### src/rtl/bsy_pkg.sv
package bsy_pkg;
    typedef enum logic [2:0] {
        ST_IDLE,
        ST_ARM_NODATA,
        ST_ARM_STOP,
        ST_WAIT_NODATA,
        ST_WAIT_STOP
    } bsy_state_e;

    localparam int RESP_BIT = 0;
    localparam int XFER_BIT = 1;
    localparam int DTMO_BIT = 20;
    localparam logic [1:0] RESP_SHORT_BUSY = 2'b11;
endpackage

### src/rtl/bsy_tick_timer.sv
module bsy_tick_timer #(
    parameter int TICK_CYCLES   = 100000,
    parameter int TIMEOUT_TICKS = 250
) (
    input  logic clk,
    input  logic rst_n,
    input  logic run,
    output logic tick,
    output logic deadline
);
    localparam int CW = $clog2(TICK_CYCLES + 1);
    localparam int KW = $clog2(TIMEOUT_TICKS + 1);

    logic [CW-1:0] cyc_q;
    logic [KW-1:0] ticks_q;

    assign tick     = run && (cyc_q == CW'(TICK_CYCLES - 1));
    assign deadline = tick && (ticks_q == KW'(TIMEOUT_TICKS - 1));

    always_ff @(posedge clk or negedge rst_n) begin
        if (!rst_n) begin
            cyc_q   <= '0;
            ticks_q <= '0;
        end else if (!run) begin
            cyc_q   <= '0;
            ticks_q <= '0;
        end else if (tick) begin
            cyc_q   <= '0;
            ticks_q <= ticks_q + 1'b1;
        end else begin
            cyc_q   <= cyc_q + 1'b1;
        end
    end


    tick_spacing_chk: assert property (@(posedge clk) disable iff (!rst_n)
        (TICK_CYCLES > 1 && tick) |=> !tick);
endmodule

### src/rtl/bsy_ctrl.sv
module bsy_ctrl
    import bsy_pkg::*;
(
    input  logic       clk,
    input  logic       rst_n,
    input  logic       cmd_wr,
    input  logic       cmd_data,
    input  logic [1:0] cmd_resp,
    input  logic       mode_auto_stop,
    input  logic       mode_multi,
    input  logic       raw_resp,
    input  logic       raw_xfer,
    input  logic       busy,
    input  logic       tick,
    input  logic       deadline,
    output logic       timer_run,
    output logic       hold_resp,
    output logic       hold_xfer,
    output logic       clr_resp,
    output logic       clr_xfer,
    output logic       set_resp,
    output logic       set_xfer,
    output logic       set_tmo,
    output logic       force_resp
);
    bsy_state_e state_q, state_d;
    logic arm_nd, arm_st;

    assign arm_nd = cmd_wr && !cmd_data && (cmd_resp == RESP_SHORT_BUSY);
    assign arm_st = cmd_wr && cmd_data && mode_auto_stop && mode_multi;

    always_ff @(posedge clk or negedge rst_n) begin
        if (!rst_n) state_q <= ST_IDLE;
        else        state_q <= state_d;
    end

    always_comb begin
        state_d = state_q;
        unique case (state_q)
            ST_IDLE, ST_ARM_NODATA, ST_ARM_STOP: begin
                if (state_q == ST_ARM_NODATA && raw_resp)
                    state_d = busy ? ST_WAIT_NODATA : ST_IDLE;
                else if (state_q == ST_ARM_STOP && raw_xfer)
                    state_d = busy ? ST_WAIT_STOP : ST_IDLE;
                else if (arm_nd)
                    state_d = ST_ARM_NODATA;
                else if (arm_st)
                    state_d = ST_ARM_STOP;
            end
            ST_WAIT_NODATA, ST_WAIT_STOP: begin
                if (tick && (!busy || deadline)) state_d = ST_IDLE;
            end
            default: state_d = ST_IDLE;
        endcase
    end

    always_comb begin
        hold_resp  = 1'b0;
        hold_xfer  = 1'b0;
        clr_resp   = 1'b0;
        clr_xfer   = 1'b0;
        set_resp   = 1'b0;
        set_xfer   = 1'b0;
        set_tmo    = 1'b0;
        force_resp = (state_q == ST_ARM_NODATA) || (state_q == ST_WAIT_NODATA);
        timer_run  = (state_q == ST_WAIT_NODATA) || (state_q == ST_WAIT_STOP);
        unique case (state_q)
            ST_ARM_NODATA: if (raw_resp) begin
                if (busy) begin
                    hold_resp = 1'b1;
                    clr_resp  = 1'b1;
                end else begin
                    set_xfer  = 1'b1;
                    set_resp  = 1'b1;
                end
            end
            ST_ARM_STOP: if (raw_xfer) begin
                if (busy) begin
                    hold_xfer = 1'b1;
                    clr_xfer  = 1'b1;
                end else begin
                    set_xfer  = 1'b1;
                end
            end
            ST_WAIT_NODATA: begin
                hold_resp = 1'b1;
                if (tick && !busy) begin
                    set_xfer = 1'b1;
                    set_resp = 1'b1;
                end else if (deadline) begin
                    set_tmo  = 1'b1;
                end
            end
            ST_WAIT_STOP: begin
                hold_xfer = 1'b1;
                if (tick && !busy)  set_xfer = 1'b1;
                else if (deadline)  set_tmo  = 1'b1;
            end
            default: ;
        endcase
    end


    release_idle_chk: assert property (@(posedge clk) disable iff (!rst_n)
        set_xfer |-> !busy);

    timeout_deadline_chk: assert property (@(posedge clk) disable iff (!rst_n)
        set_tmo |-> (deadline && busy));

    clear_enters_wait_chk: assert property (@(posedge clk) disable iff (!rst_n)
        (clr_resp || clr_xfer) |=> timer_run);

    wait_holds_mode_chk: assert property (@(posedge clk) disable iff (!rst_n)
        (timer_run && !tick) |=> (state_q == $past(state_q)));
endmodule

### src/rtl/bsy_status_merge.sv
module bsy_status_merge
    import bsy_pkg::*;
#(
    parameter int STATUS_W = 32
) (
    input  logic                clk,
    input  logic                rst_n,
    input  logic [STATUS_W-1:0] raw_status,
    input  logic [STATUS_W-1:0] sig_en,
    input  logic                clr_wr,
    input  logic [STATUS_W-1:0] clr_mask,
    input  logic                hold_resp,
    input  logic                hold_xfer,
    input  logic                clr_resp,
    input  logic                clr_xfer,
    input  logic                set_resp,
    input  logic                set_xfer,
    input  logic                set_tmo,
    input  logic                force_resp,
    output logic [STATUS_W-1:0] merged_status,
    output logic                raw_clr_valid,
    output logic [STATUS_W-1:0] raw_clr_mask,
    output logic                irq
);
    localparam logic [STATUS_W-1:0] RESP_V = STATUS_W'(1) << RESP_BIT;
    localparam logic [STATUS_W-1:0] XFER_V = STATUS_W'(1) << XFER_BIT;
    localparam logic [STATUS_W-1:0] DTMO_V = STATUS_W'(1) << DTMO_BIT;

    logic [STATUS_W-1:0] synth_q, set_v, hold_v, cpu_clr_v, fsm_clr_v, en_v;

    assign set_v     = (set_resp ? RESP_V : '0) | (set_xfer ? XFER_V : '0) |
                       (set_tmo ? DTMO_V : '0);
    assign hold_v    = (hold_resp ? RESP_V : '0) | (hold_xfer ? XFER_V : '0);
    assign fsm_clr_v = (clr_resp ? RESP_V : '0) | (clr_xfer ? XFER_V : '0);
    assign cpu_clr_v = clr_wr ? clr_mask : '0;

    always_ff @(posedge clk or negedge rst_n) begin
        if (!rst_n) synth_q <= '0;
        else        synth_q <= (synth_q & ~cpu_clr_v) | set_v;
    end

    assign merged_status = (raw_status & ~hold_v) | synth_q;
    assign raw_clr_mask  = cpu_clr_v | fsm_clr_v;
    assign raw_clr_valid = clr_wr || clr_resp || clr_xfer;
    assign en_v          = sig_en | (force_resp ? RESP_V : '0);
    assign irq           = |(merged_status & en_v);


    synth_clear_chk: assert property (@(posedge clk) disable iff (!rst_n)
        (clr_wr && clr_mask[XFER_BIT] && !set_xfer) |=> !synth_q[XFER_BIT]);

    irq_source_chk: assert property (@(posedge clk) disable iff (!rst_n)
        irq |-> (merged_status != '0));
endmodule

### src/rtl/bsy_completion_synth.sv
module bsy_completion_synth
    import bsy_pkg::*;
#(
    parameter int STATUS_W      = 32,
    parameter int TICK_CYCLES   = 100000,
    parameter int TIMEOUT_TICKS = 250
) (
    input  logic                clk,
    input  logic                rst_n,
    input  logic                cmd_wr,
    input  logic                cmd_data,
    input  logic [1:0]          cmd_resp,
    input  logic                mode_auto_stop,
    input  logic                mode_multi,
    input  logic [STATUS_W-1:0] raw_status,
    input  logic [STATUS_W-1:0] sig_en,
    input  logic                busy_active,
    input  logic                busy_inhibit,
    input  logic                clr_wr,
    input  logic [STATUS_W-1:0] clr_mask,
    output logic [STATUS_W-1:0] merged_status,
    output logic                raw_clr_valid,
    output logic [STATUS_W-1:0] raw_clr_mask,
    output logic                force_resp_en,
    output logic                irq
);
    logic busy, tick, deadline, timer_run;
    logic hold_resp, hold_xfer, clr_resp, clr_xfer, set_resp, set_xfer, set_tmo;

    assign busy = busy_active || busy_inhibit;

    bsy_tick_timer #(.TICK_CYCLES(TICK_CYCLES), .TIMEOUT_TICKS(TIMEOUT_TICKS)) u_timer (
        .clk(clk), .rst_n(rst_n), .run(timer_run), .tick(tick), .deadline(deadline)
    );

    bsy_ctrl u_ctrl (
        .clk(clk), .rst_n(rst_n), .cmd_wr(cmd_wr), .cmd_data(cmd_data),
        .cmd_resp(cmd_resp), .mode_auto_stop(mode_auto_stop), .mode_multi(mode_multi),
        .raw_resp(raw_status[RESP_BIT]), .raw_xfer(raw_status[XFER_BIT]),
        .busy(busy), .tick(tick), .deadline(deadline), .timer_run(timer_run),
        .hold_resp(hold_resp), .hold_xfer(hold_xfer), .clr_resp(clr_resp),
        .clr_xfer(clr_xfer), .set_resp(set_resp), .set_xfer(set_xfer),
        .set_tmo(set_tmo), .force_resp(force_resp_en)
    );

    bsy_status_merge #(.STATUS_W(STATUS_W)) u_merge (
        .clk(clk), .rst_n(rst_n), .raw_status(raw_status), .sig_en(sig_en),
        .clr_wr(clr_wr), .clr_mask(clr_mask), .hold_resp(hold_resp),
        .hold_xfer(hold_xfer), .clr_resp(clr_resp), .clr_xfer(clr_xfer),
        .set_resp(set_resp), .set_xfer(set_xfer), .set_tmo(set_tmo),
        .force_resp(force_resp_en), .merged_status(merged_status),
        .raw_clr_valid(raw_clr_valid), .raw_clr_mask(raw_clr_mask), .irq(irq)
    );
endmodule

### config.mk
export PLATFORM = sky130hd
export DESIGN_NAME = bsy_completion_synth
export DESIGN_NICKNAME = d
export VERILOG_FILES = /design/src/rtl/bsy_pkg.sv /design/src/rtl/bsy_tick_timer.sv /design/src/rtl/bsy_ctrl.sv /design/src/rtl/bsy_status_merge.sv /design/src/rtl/bsy_completion_synth.sv
export SDC_FILE = /design/constraint.sdc
export NUM_CORES = 1
export LEC_CHECK = 0
export BUFFER_PORTS_ARGS = -buffer_cell sky130_fd_sc_hd__buf_2
export CORE_ASPECT_RATIO = 0.9
export CORE_MARGIN = 10
export CORE_UTILIZATION = 40
export DETAILED_ROUTE_END_ITERATION = 7
export PLACE_DENSITY = 0.72
export SKIP_LAST_GASP = 1
export SLEW_MARGIN = 20
export SYNTH_ARGS = -nofsm -noshare
export SYNTH_HDL_FRONTEND = slang
export SYNTH_HIERARCHICAL = 1
export SYNTH_SLANG_ARGS = --single-unit
### constraint.sdc
create_clock -name clk -period 6.04 [get_ports clk]
set_clock_uncertainty 0.1 [all_clocks]
set_input_delay 0.302 -clock clk [delete_from_list [all_inputs] [get_ports clk]]
set_output_delay 0.302 -clock clk [all_outputs]
set_load 0.005 [all_outputs]
# Word level (Yosys, flattened, before mapping)
# Cells that the tools add are included.
[word_totals]
register_bits = 60
out_inout_bits = 67
[classes]
n_reduce_logical = 24
n_eq_ne = 10
mux = 37
n_addsub = 2
bitwise = 13
[ops]
columns = ["cell", "count"]
rows = [
  ["OR 32 bit", 8],
  ["AND 32 bit", 3],
  ["inverter 32 bit", 2],
  ["2-to-1 mux 17 bit", 2],
  ["2-to-1 mux 32 bit", 1],
  ["OR reduction 32 bit", 1],
  ["2-to-1 mux 21 bit", 1],
  ["2-to-1 mux 3 bit", 6],
  ["adder 17 x 1 -> 17 bit, second input constant", 1],
  ["equality test 17 bit, second input constant", 1],
  ["2-to-1 mux 1 bit", 16],
  ["2-to-1 mux 8 bit", 2],
  ["logical AND 1 bit", 11],
  ["adder 8 x 1 -> 8 bit, second input constant", 1],
  ["equality test 8 bit, second input constant", 1],
  ["2-to-1 mux 2 bit", 4],
  ["equality test 3 x 2 -> 1 bit, second input constant", 2],
  ["logical OR 1 bit", 6],
  ["one-hot mux 1 bit (2 select lines)", 3],
  ["one-hot mux 3 bit (2 select lines)", 1],
  ["inequality test 5 x 1 -> 1 bit, second input constant", 1],
  ["inequality test 2 x 1 -> 1 bit, second input constant", 2],
  ["equality test 3 x 1 -> 1 bit, second input constant", 1],
  ["equality test 3 bit, second input constant", 1],
  ["7 further kinds", 8],
]

# Longest topological paths before layout
[depth]
ltp_word = 11
ltp_mapped = 9
depth_no_buf = 8

# Hierarchy
# The synthesis kept the hierarchy.
[by_module_without_submodules]
columns = ["module", "instances", "area_per_inst_um2", "cells_per_inst"]
rows = [
  ["bsy_status_merge", 1, 1671.6, 179],
  ["bsy_tick_timer", 1, 1280.0, 134],
  ["bsy_ctrl", 1, 329.1, 43],
  ["bsy_completion_synth", 1, 6.3, 1],
]

# Worst setup path after synthesis
# OpenSTA, ideal clock, no wires.
[synth_path]
path_kind = "register -> register"
start = "reg u_timer.cyc_q[5]"
end = "reg u_ctrl.state_q[1]"
path_slack_ps = 3327
setup_ps = 128
required_time_ps = 5812
n_path_buf = 0
period_less_slack_ps = 2713
t_arrival_ps = 2485
path_stages_with_launch = 8
path_cell_list = "dfrtp_1 > or4b_1 > nor4_2 > nand2_1 > nor4_1 > o21ai_0 > o2bb2ai_2 > mux2_1"
[synth_between]
elab_chain_len = 7
[synth_lines]
columns = ["item", "line_no", "text"]
rows = [
  ["start, declared", "bsy_tick_timer.sv:14", "logic [CW-1:0] cyc_q;"],
  ["start signal, assigned", "bsy_tick_timer.sv:31", "cyc_q <= cyc_q + 1'b1;"],
  ["equality test 17 bit", "bsy_tick_timer.sv:17", "assign tick = run && (cyc_q == CW'(TICK_CYCLES - 1));"],
  ["logical AND 1 bit", "bsy_tick_timer.sv:17", ""],
  ["logical AND 1 bit", "bsy_tick_timer.sv:18", "assign deadline = tick && (ticks_q == KW'(TIMEOUT_TICKS - 1));"],
  ["net deadline", "bsy_completion_synth.sv:27", "logic busy, tick, deadline, timer_run;"],
  ["logical OR 1 bit", "bsy_ctrl.sv:51", "if (tick && (!busy || deadline)) state_d = ST_IDLE;"],
  ["logical AND 1 bit", "bsy_ctrl.sv:51", ""],
  ["inequality test 2 x 1 -> 1 bit (no source line)", "n/a", ""],
  ["AND reduction 2 bit (no source line)", "n/a", ""],
  ["end signal, assigned", "bsy_ctrl.sv:34", "else state_q <= state_d;"],
  ["end, declared", "bsy_ctrl.sv:26", "bsy_state_e state_q, state_d;"],
]
# The timed path passes the listed nets, and every way through them passes these cells.
# A chain may end at the register's enable or synchronous reset.

# Worst setup path in the final report
# Same ends and word-level chain as after synthesis.

==> flow_summary_export.csv <==
group,metric,value,unit
run_status,status,"complete, no violations",
detailed_routing,wire_per_inst,16.5,um
logic_synthesis,synth-compound-area-share,10.4,%
placement,port_buffers,173,
detailed_routing,antenna_left,0,
finish,postLayoutCellArea,4450,um^2
sta,hold_viol,0,
grt,grtUsageTotal,16.3,%
placement,place_hpwl,8680,um
setup_path,critPathArrivalTime,3070,ps
sta,fmax,339,MHz
clocking,root_buffer,"clkbuf_8",
detailed_routing,firstDrtPassIters,4,
setup_path,cpMaxStageDelayCell,"nor4_2",
sta,rsz0062_at_grt,"false",
setup_path,crit_cells,7,
placement,placed_area,4250,um^2
clocking,postCtsResizedCells,0,
sta,maxSlewHeadroom,50.7,%
clocking,cts_made_buffers,9,
logic_synthesis,synth_seq_cells,60,
grt,grt-ovfl-total,0,
finish,diodes,0,
logic_synthesis,post_synth.cell_area_avg,9.21,um^2
detailed_routing,drc_errors,0,
setup_path,cp_slowest_stage_delay,610,ps
floorplanning,rows,31,
detailed_routing,via_per_inst,5.00,
setup_path,crit_chain,"or4b_1 > nor4_2 > nand2_1 > nor4_1 > o21ai_0 > o2bb2ai_2 > mux2_1",
finish,final_nets,644,
floorplanning,core,8030,um^2
clocking,cts.path.max_buffers,2,
sta,fin_crit,2950,ps
grt,grt_pass1_vias,3193,
detailed_routing,initialDrtViolationCount,181,
logic_synthesis,yosys-top-cells-count,"dfrtp_1 (60), o21ai_0 (34), or2_2 (30), and2_1 (29), nor2b_1 (29)",
logic_synthesis,muxShareOfSynthArea,1.26,%
clocking,clk_pin_slew_worst_paths,70,ps
logic_synthesis,synth_seq_area_share,45.7,%
floorplanning,die_area,12200,um^2
logic_synthesis,synth.distinct_cells,48,
min_path,hold_path.class,"primary input to asynchronous set/reset pin",
logic_synthesis,synth_xor_area_share,4.26,%
clocking,postCtsHoldBufs,0,
clocking,htree_levels,3,
floorplanning,dieHeight,106,um
setup_path,criticalPathCategory,"register to register",
logic_synthesis,synth_top_area_cell,"dfrtp_1",
floorplanning,initial_utilization,40.9,%
sta,fin_setup_tns,0,ps
floorplanning,ios,174,
setup_path,crit_fanout,7,
logic_synthesis,synth-simple-area-share,34.3,%
logic_synthesis,synth_cells,357,
setup_path,critPathCaptureType,"register",
grt,antenna_found_initial,0,
logic_synthesis,yosys.area_share.adder,1.14,%
floorplanning,fp.dieW,116,um
finish,area_delta_synth_final,35.2,%
setup_path,cp-start-kind,"register",
clocking,cts_setup_buffers,0,
pwr,irDropWorstVdd,119,uV
sta,worstMarginPinSlew,739,ps
job,maxCapViolCount,0,
finish,postLayoutCoreUtil,55.4,%
sta,setup_viol,0,
sta,finalCritPeriodShare,48.8,%
placement,routabilityCongestion,0.875,
clocking,cts_sinks,60,
pwr,power_density,239,nW/um^2
clocking,clk-insertion-delay-late,340,ps
logic_synthesis,synth.yosys.warnings,6,
logic_synthesis,async_flop_share,100,%
logic_synthesis,synth_edf_count,0,
logic_synthesis,synth_top_family_by_area,"simple AND/OR/NAND/NOR gates",
logic_synthesis,synth_flop_cell,"dfrtp_1",
grt,grt_pass1_wl,16100,um
logic_synthesis,synth.most_common_cell,"dfrtp_1",
logic_synthesis,syn-num-nets,467,
setup_path,crit_buf_inv,0,
pwr,power,1060,uW
setup_path,critPathRequiredTime,6160,ps
finish,drive_gt1_share,42.5,%
setup_path,ff2ff_path_depth,7,
clocking,cts_tree,"built",
detailed_routing,wirelength,10500,um
setup_path,critPathTopFamily,"simple AND/OR/NAND/NOR gates",
logic_synthesis,synth_area_leaders,"dfrtp_1 (46%), or2_2 (5.7%), and2_1 (5.5%)",
pwr,p_leak,0.00230,uW
grt,grt_max_degree,61,
sta,slew_viol_final,0,
logic_synthesis,synth_area,3290,um^2
logic_synthesis,synth_top_area_share,45.7,%
detailed_routing,vias,3187,
## layout make-up
| class | instances | area, um^2 |
|---|---|---|
| clock inverter | 7 | 75.1 |
| multi-input combinational | 273 | 1690 |
| fill | 756 | 3580 |
| clock buffer | 9 | 124 |
| sequential | 60 | 1500 |
| inverter | 16 | 60.1 |
| tap | 99 | 124 |
| timing repair buffer | 174 | 873 |
## cells by family (layout without fill, tap and decap cells)
logic type | after synthesis | after routing
simple gates | 193 | 193
flops | 60 | 60
compound gates | 57 | 57
buf+inv | 24 | 206
xor+xnor | 16 | 16
mux | 4 | 4
fa+ha+maj | 3 | 3
## final timing paths
| check | start | end | slack [ps] |
|---|---|---|---|
| min in group clk | clr_mask[8] | u_merge/synth_q[8] | 140 |
| min reg2reg | u_merge/synth_q[20] | u_merge/synth_q[20] | 370 |
| max | u_timer/cyc_q[5] | u_ctrl/state_q[1] | 3090 |
| max in group asynchronous | rst_n | u_timer/cyc_q[2] | 5340 |
| min | rst_n | u_merge/synth_q[18] | 8 |
| max reg2reg | u_timer/cyc_q[5] | u_ctrl/state_q[1] | 3090 |
## where the power goes
part / total, uW / switching (uW) / internal (uW)
Clock: 353 / 161 / 192
Combinational: 261 / 141 / 120
Sequential: 447 / 29.8 / 417
Total: 1060 / 332 / 729
## flip-flops by register name, indices dropped and copies added, names as in the netlist
name,count
u_ctrl/state_q,3
u_merge/synth_q,32
u_timer/cyc_q,17
u_timer/ticks_q,8
## cells in the final DEF (no fill, tap or decap), types with 2 or more instances in the layout
cell	synthesis	routed
buf_2	3	173
dfrtp_1	60	60
o21ai_0	34	34
or2_2	30	30
nor2b_1	29	29
and2_1	29	29
nor2_1	24	24
nand2_1	18	18
nand4_1	18	18
inv_1	16	16
xnor2_1	14	14
clkbuf_8	0	9
nor4_1	8	8
nand3_1	7	7
a21oi_1	6	6
nor3_1	6	6
nand2b_1	5	5
a21o_1	4	4
clkinv_4	0	3
and3_1	3	3
or3_1	3	3
mux2i_1	3	3
ha_1	3	3
clkinv_2	0	2
o21ai_1	2	2
nand4b_1	2	2
or4b_1	2	2
xor2_1	2	2
## stage by stage
step	setup WS, ps	cells	hold WS [ps]
after detailed placement	3060	622	358
after global routing	2750	638	70.5
after floorplan	3330	357	-93.6
after CTS	3060	638	41.2
after global placement	3140	622	352
final	3090	638	8.42
## per-layer routing
layer / wire, um / GRT usage, %
met5: 0 / 0
met4: 89 / 3.53
met3: 958 / 5.68
met2: 5390 / 28.7
met1: 4110 / 18.6
Power figures use the tool's default switching activity.
